[src/rtl/lifo_stack_pkg.sv]
package lifo_stack_pkg;
  typedef enum logic [1:0] {
    OP_NONE  = 2'b00,
    OP_PUSH  = 2'b01,
    OP_POP   = 2'b10,
    OP_CLASH = 2'b11
  } stk_op_e;

  function automatic stk_op_e decode_op(input logic push, input logic pop);
    return stk_op_e'({pop, push});
  endfunction
endpackage

[src/rtl/lifo_ptr_ctrl.sv]
module lifo_ptr_ctrl
  import lifo_stack_pkg::*;
#(
  parameter int PTR_W = 6
) (
  input  logic             clk,
  input  logic             rst_n,
  input  logic             push_req,
  input  logic             pop_req,
  output logic [PTR_W-1:0] wr_addr,
  output logic             wr_en,
  output logic [PTR_W-1:0] rd_addr,
  output logic             rd_en,
  output logic             full,
  output logic             empty,
  output logic             overflow,
  output logic             underflow
);
  logic [PTR_W-1:0] sp, sp_up, sp_down;
  stk_op_e          op;

  always_comb begin
    op      = decode_op(push_req, pop_req);
    sp_up   = sp + 1'b1;
    sp_down = sp - 1'b1;
    wr_en   = (op == OP_PUSH) && !full;
    rd_en   = (op == OP_POP) && !empty;
    wr_addr = sp_up;
    rd_addr = sp;
  end

  always_ff @(posedge clk) begin
    if (!rst_n) begin
      sp        <= '0;
      full      <= 1'b0;
      empty     <= 1'b1;
      overflow  <= 1'b0;
      underflow <= 1'b0;
    end else begin
      overflow  <= (op == OP_PUSH) && full;
      underflow <= (op == OP_POP) && empty;
      if (wr_en) begin
        sp    <= sp_up;
        full  <= (sp_up == '0);
        empty <= 1'b0;
      end else if (rd_en) begin
        sp    <= sp_down;
        empty <= (sp_down == '0);
        full  <= 1'b0;
      end
    end
  end

  AST_PUSH_ADVANCES: assert property (@(posedge clk) disable iff (!rst_n)
    wr_en |=> (sp == $past(sp) + 1'b1) && !empty);
  AST_FULL_AT_ZERO: assert property (@(posedge clk) disable iff (!rst_n)
    full |-> (sp == '0));
  AST_POP_RETREATS: assert property (@(posedge clk) disable iff (!rst_n)
    rd_en |=> (sp == $past(sp) - 1'b1) && !full);
  AST_EMPTY_AT_ZERO: assert property (@(posedge clk) disable iff (!rst_n)
    empty |-> (sp == '0));
  AST_OVERFLOW_HOLD: assert property (@(posedge clk) disable iff (!rst_n)
    (push_req && !pop_req && full) |=> overflow && $stable(sp) && full);
  AST_UNDERFLOW_HOLD: assert property (@(posedge clk) disable iff (!rst_n)
    (pop_req && !push_req && empty) |=> underflow && $stable(sp) && empty);
  AST_CLASH_NOP: assert property (@(posedge clk) disable iff (!rst_n)
    (push_req && pop_req) |=> $stable(sp) && !overflow && !underflow);
  AST_FLAGS_EXCLUSIVE: assert property (@(posedge clk) disable iff (!rst_n)
    !(full && empty));
endmodule

[src/rtl/lifo_word_store.sv]
module lifo_word_store #(
  parameter int DATA_W = 16,
  parameter int PTR_W  = 6
) (
  input  logic              clk,
  input  logic              rst_n,
  input  logic              wr_en,
  input  logic [PTR_W-1:0]  wr_addr,
  input  logic [DATA_W-1:0] wr_data,
  input  logic              rd_en,
  input  logic [PTR_W-1:0]  rd_addr,
  output logic              rd_valid,
  output logic [DATA_W-1:0] rd_data
);
  localparam int DEPTH = 1 << PTR_W;

  logic [DATA_W-1:0] cells [DEPTH];

  always_ff @(posedge clk) begin
    if (wr_en) cells[wr_addr] <= wr_data;
  end

  always_ff @(posedge clk) begin
    if (!rst_n) begin
      rd_valid <= 1'b0;
      rd_data  <= '0;
    end else begin
      rd_valid <= rd_en;
      if (rd_en) rd_data <= cells[rd_addr];
    end
  end

  AST_POP_OUT_VALID: assert property (@(posedge clk) disable iff (!rst_n)
    rd_en |=> rd_valid);
  AST_NO_SPURIOUS_OUT: assert property (@(posedge clk) disable iff (!rst_n)
    !rd_en |=> !rd_valid);
endmodule

[src/rtl/lifo_regstack.sv]
module lifo_regstack #(
  parameter int DATA_W = 16,
  parameter int PTR_W  = 6
) (
  input  logic              clk,
  input  logic              rst_n,
  input  logic              push_valid,
  output logic              push_ready,
  input  logic [DATA_W-1:0] push_data,
  input  logic              pop_req,
  output logic              pop_valid,
  output logic [DATA_W-1:0] pop_data,
  output logic              full,
  output logic              empty,
  output logic              overflow,
  output logic              underflow
);
  logic [PTR_W-1:0] wr_addr, rd_addr;
  logic             wr_en, rd_en;

  lifo_ptr_ctrl #(.PTR_W(PTR_W)) u_ctrl (
    .clk       (clk),
    .rst_n     (rst_n),
    .push_req  (push_valid),
    .pop_req   (pop_req),
    .wr_addr   (wr_addr),
    .wr_en     (wr_en),
    .rd_addr   (rd_addr),
    .rd_en     (rd_en),
    .full      (full),
    .empty     (empty),
    .overflow  (overflow),
    .underflow (underflow)
  );

  lifo_word_store #(.DATA_W(DATA_W), .PTR_W(PTR_W)) u_store (
    .clk      (clk),
    .rst_n    (rst_n),
    .wr_en    (wr_en),
    .wr_addr  (wr_addr),
    .wr_data  (push_data),
    .rd_en    (rd_en),
    .rd_addr  (rd_addr),
    .rd_valid (pop_valid),
    .rd_data  (pop_data)
  );

  assign push_ready = !full;

  AST_READY_TRACKS_FULL: assert property (@(posedge clk) disable iff (!rst_n)
    push_ready != full);
endmodule

[config.mk]
export PLATFORM = sky130hd
export DESIGN_NAME = lifo_regstack
export DESIGN_NICKNAME = d
export VERILOG_FILES = /design/src/rtl/lifo_stack_pkg.sv /design/src/rtl/lifo_ptr_ctrl.sv /design/src/rtl/lifo_word_store.sv /design/src/rtl/lifo_regstack.sv
export SDC_FILE = /design/constraint.sdc
export NUM_CORES = 1
export LEC_CHECK = 0
export ABC_AREA = 1
export BUFFER_PORTS_ARGS = -buffer_cell sky130_fd_sc_hd__buf_2
export CAP_MARGIN = 10
export CORE_MARGIN = 2
export CORE_UTILIZATION = 30
export DETAILED_ROUTE_END_ITERATION = 8
export SYNTH_ARGS = -nofsm -noshare
export SYNTH_HDL_FRONTEND = slang
export SYNTH_SLANG_ARGS = --single-unit
[constraint.sdc]
create_clock -name clk -period 3.8 [get_ports clk]
set_input_delay 0.19 -clock clk [delete_from_list [all_inputs] [get_ports clk]]
set_output_delay 0.19 -clock clk [all_outputs]
set_load 0.05 [all_outputs]
Yosys cells after proc, flatten, opt, wreduce, memory -nomap -nowiden. Memory sizes are Yosys's and may differ from the RTL's. A register that Yosys moved wholly into a read port is not among the register bits. Index checks and enable logic that the tools add are counted.

Reductions and logical operators: 10. Multiplexer cells: 8. $add $sub $neg: 2. Equality and inequality tests: 2.

Operator list (count): $logic_not 6->1 (2); $mux 6 (2); $add 6x1->6 const B (1); $mux 1 (6); $sub 6x1->6 const B (1); $logic_and 1x1->1 (4); $logic_not 1->1 (3); $eq 2x1->1 const B (1); $eq 2x2->1 const B (1); $reduce_bool 2->1 (1).

Word-level logic and storage cells: 29. Bits in registers: 11. RAM bits: 1024. Memories: 1. Input port bits: 20.

Memories: u_store.cells (words 64, width 16, read ports 1, clocked after Yosys merged registers in 1, wr ports 1, line lifo_word_store.sv:17) `logic [DATA_W-1:0] cells [DEPTH];`.

Depth between registers and ports, before layout.
Depth after elaboration: 4. Depth in mapped cells: 14.

Hierarchy. From an unflattened synthesis, not the netlist that was laid out.

Cell total of the unflattened synthesis: 3626. Area total of the unflattened synthesis: 42904.9 sq um.

Modules (own cells, without submodules): lifo_word_store (times used 1, sequential area each 31089.8 sq um, area an instance 42210.5 sq um, cells each 3526); lifo_ptr_ctrl (times used 1, sequential area each 200.2 sq um, area an instance 690.7 sq um, cells each 99); lifo_regstack (times used 1, sequential area each 0.0 sq um, area an instance 3.8 sq um, cells each 1).

Least setup slack after synthesis. Ideal clock, no wire load.

Path kind: register to register. Start point: register u_ctrl.sp[0] (netlist: u_ctrl.rd_addr[0]). End point: memory u_store.cells[10][0] (enable). Clock period less this slack: 2.669 ns. Cell stages (with the launch flop): 10. Arrival: 2.281 ns. Slack: 1.131 ns. Cell sequence: dfxtp_1 buf_6 inv_2 buf_2 buf_2 ha_1 inv_1 nor2_1 nand2_1 nor2_1.

Cells in the longest elaborated chain, start to end: 1.

RTL lines: start: declaration (line lifo_ptr_ctrl.sv:19) `logic [PTR_W-1:0] sp, sp_up, sp_down;`; start signal: assignment (line lifo_ptr_ctrl.sv:43) `sp <= sp_up;`; start signal: assignment (line lifo_ptr_ctrl.sv:47) `sp <= sp_down;`; $add 6x1->6 (line lifo_ptr_ctrl.sv:24) `sp_up = sp + 1'b1;`; end: declaration (line lifo_word_store.sv:17).

No other way between the ends.

Worst setup path after layout.
Start point: register u_ctrl.sp[0] (netlist: u_ctrl.rd_addr[0]). End point: memory u_store.cells[44][7] (enable).

The elaborated chain is that of the path after synthesis.

==> impl_metrics.toml <==
[run_status]
status = "complete, no violations"

[power_and_ir_drop]
clockPowerShare_pct = 41.4
p_int_mw = 19.4
comb_power_share_pct = 8.2
p_leak_nw = 19.6
ir_worst_vdd_mv = 0.357
power_density_nw_per_um2 = 497
switchingPower_mw = 5.96
swShare_pct = 23.5
p_seq_share_pct = 50.5

[floorplan]
start_util_pct = 30.1
io_pins = 42
die_height_um = 391
coreArea_um2 = 149000
rows = 142
die_w_um = 391
die-area_um2 = 153000

[placement]
hpwlAfterDp_um = 70600
dp_cells = 5970
port_buffers = 41
dp_slack_ns = 0.935
place_congestion = 0.861
post_dp_cell_area_um2 = 47500

[cts]
htree_num_levels = 3
cts_setup_buffers = 0
tritoncts = "done"
clk_pin_slew_worst_paths_ns = 0.06
cts_root_buffer = "clkbuf_16"
cts_buffer_depth = 3
cts-resized-gates = 0
cts_made_buffers = 107
clk_latency_ns = 0.69
clock_sink_count = 1051

[logic_synthesis]
yosys.area.top_type = "edfxtp_1"
netlist_area_um2 = 44900
synth_enable_flop_cells = 1024
synth_cell_types = 37
ys_seq_elements = 1051
synth_fp_nets = 4118
synth-simple-area-share_pct = 20.9
synth_compound_area_share_pct = 1.87
synthDominantCellAreaShare_pct = 68.4
synth_common_cells = "edfxtp_1 (1024), nand2_1 (989), nand3_1 (813)"
synth_adder_area_share_pct = 0.111
synth_top_family_by_area = "simple AND/OR/NAND/NOR gates"
yosysWarnings = 0
ys_seq_area_share_pct = 69.6
syn_avg_cell_area_um2 = 11.0
yosys-mux-area-fraction_pct = 0
ys_top_cells_by_area = "edfxtp_1 (68%), nand3_1 (9.1%), nand2_1 (8.3%)"
yosysMostFrequentCell = "edfxtp_1"
synth_top_flop_cell = "edfxtp_1"
synthArstFlopShare_pct = 0
synthXorXnorAreaFrac_pct = 0.214
syn_inst = 4094

[worst_hold_path]
holdCritStartpoint = "push_data[11]"
min-delay-path-class = "input pin to flop"

[layout]
fin_cells = 6176
finalInstanceArea_um2 = 51000
fin_nets = 4162
area_growth_pct = 13.6
final_layout_size_suffix_gt1_share_pct = 9.62
fillers = 14700

[drt]
routed_via_density = 4.79
drcViolationCount = 0
ant_nets = 0
drt_first_pass_iters = 5
wirelength_um = 125000
routedWlPerCell_um = 20.2
drt_iter0_drc = 3478
vias = 29600

[grt]
busiest_layer = "met2"
grt_util_met1_pct = 22.2
grt_use_total_pct = 16.1
first_global_vias = 27900
grt.overflow.total = 0
use_met3_pct = 2.65
antenna_found_initial = 10
grt_pass1_wl_um = 184000
grt_use_met2_pct = 25.7
grt_max_degree = 164

[sta]
finalSetupTns_ns = 0
fin_ws_ns = 0.850
fin_crit_sh_pct = 77.6
tightest_slew_ns = 1.20
rsz0062_at_grt = "no"
max_freq_mhz = 339
hold_viol = 0
slew_headroom_pct = 19.8
fin_worst_skew_ns = 0.0282
fin_crit_ns = 2.95
finalSetupViolations = 0
drv_slew = 0

[worst_setup_path]
path_class = "flop to flop"
crit_path_end_kind = "flop"
startpoint = "u_ctrl.rd_addr[0]"
r2r_cells = 8
cp.arrival_ns = 3.28
start_kind = "flop"
cp.required_ns = 4.13
cp_max_fo = 16
timing.rr.end = "u_store.cells[44][7]"
max_stage_delay_ns = 0.56
crit_end = "u_store.cells[44][7]"
crit_slowest_cell = "dfxtp_4"
rrSetupSlack_ns = 0.85
reg2reg_from = "u_ctrl.rd_addr[0]"
cp_cell_sequence = "ha_1 -> nand3_1 -> xor2_1 -> inv_1 -> nor2_2 -> nand2_2 -> nor2_1 -> buf_4"

[flow_run]
maxCapViolCount = 0
kinds of logic after synthesis:
kind of cell             Yosys count
buffers and inverters            797
AND/OR/NAND/NOR                 2109
AO/OA/AOI/OAI                    125
adder cells (fa/ha/maj)            4
flip-flops                      1051
XOR/XNOR                           8
layer usage:
| layer | share of wire, % | wire length (um) |
|---|---|---|
| met4 | 2.9 | 3620 |
| met5 | 0.016 | 20 |
| met1 | 43 | 54000 |
| met3 | 7.7 | 9670 |
| met2 | 46 | 57700 |
stage by stage:
| step | util (%) | hold WS [ns] | total power, mW |
|---|---|---|---|
| after floorplan | - | 0.269 | 14.3 |
| after global placement | 31.8 | 0.416 | 15.1 |
| after detailed placement | 31.8 | 0.416 | 15.1 |
| after CTS | 34.2 | 0.00292 | 25.5 |
| after global routing | 34.2 | 0.0332 | 26.2 |
| final | 34.2 | 0.0160 | 25.4 |
registers in the layout (all words and copies together) (netlist names):
signal / flops
u_ctrl.rd_addr: 6
u_ctrl.overflow: 1
u_ctrl.full: 1
u_store.rd_valid: 1
u_ctrl.underflow: 1
u_ctrl.empty: 1
u_store.cells: 1024
u_store.rd_data: 16
what timing repair did:
item,in CTS,in global routing
setup endpoints to repair,0,0
hold endpoints to repair,4,0
hold buffers,3,0
worst max-delay path: cells and delay by family, from the launching register on:
family / cells / cell delay [ns]
XOR/XNOR: 1 / 0.41
adder cells (fa/ha/maj): 1 / 0.28
buffers and inverters: 2 / 0.54
flip-flops: 1 / 0.56
AND/OR/NAND/NOR: 4 / 0.79
power groups by stage:
stage               clock (mW)  sequential, mW  combinational (mW)
global placement             0            13.0                2.04
detailed placement           0            13.0                2.06
global route              11.1            12.8                2.26
CTS                       10.7            12.8                2.07
floorplan                    0            13.0                1.26
finish                    10.5            12.8                2.07
cell usage in the layout (no fill, tap or decap), types with 5 or more instances in the layout:
cell	instances
edfxtp_1	1024
or2_1	78
o21a_1	16
buf_2	41
dfxtp_1	23
clkbuf_8	13
clkbuf_1	26
o211ai_1	64
xor2_1	5
bufinv_16	8
o21ai_1	7
or2_0	10
clkinv_2	15
nand3_1	813
buf_12	10
nand2_1	989
inv_1	559
or2_2	66
buf_4	110
clkinv_1	20
clkbuf_16	110
o21ai_0	30
nor2_1	139
how the worst min path moves through the flow:
stage | end | cells after the start | slack, ns
after floorplan | u_ctrl.overflow | 1 | 0.27
after global placement | u_ctrl.overflow | 2 | 0.42
after detailed placement | u_ctrl.overflow | 2 | 0.42
after CTS | u_store.cells[40][15] | 1 | 0.003
after global routing | u_store.cells[33][15] | 1 | 0.03
final | u_store.cells[42][11] | 1 | 0.02
cell type report:
type | instances | area, um^2 | share of cell area (%)
diodes | 3 | 7.51 | 0.0147
repair buffers | 164 | 1260 | 2.47
clock inverters | 51 | 485 | 0.951
well taps | 1944 | 2430 | 4.77
inverters | 568 | 2150 | 4.21
flip-flops and latches | 1051 | 31300 | 61.3
clock buffers | 149 | 3030 | 5.94
multi-input cells | 2246 | 10400 | 20.3
Note: power is estimated with default switching activity, not from simulation.
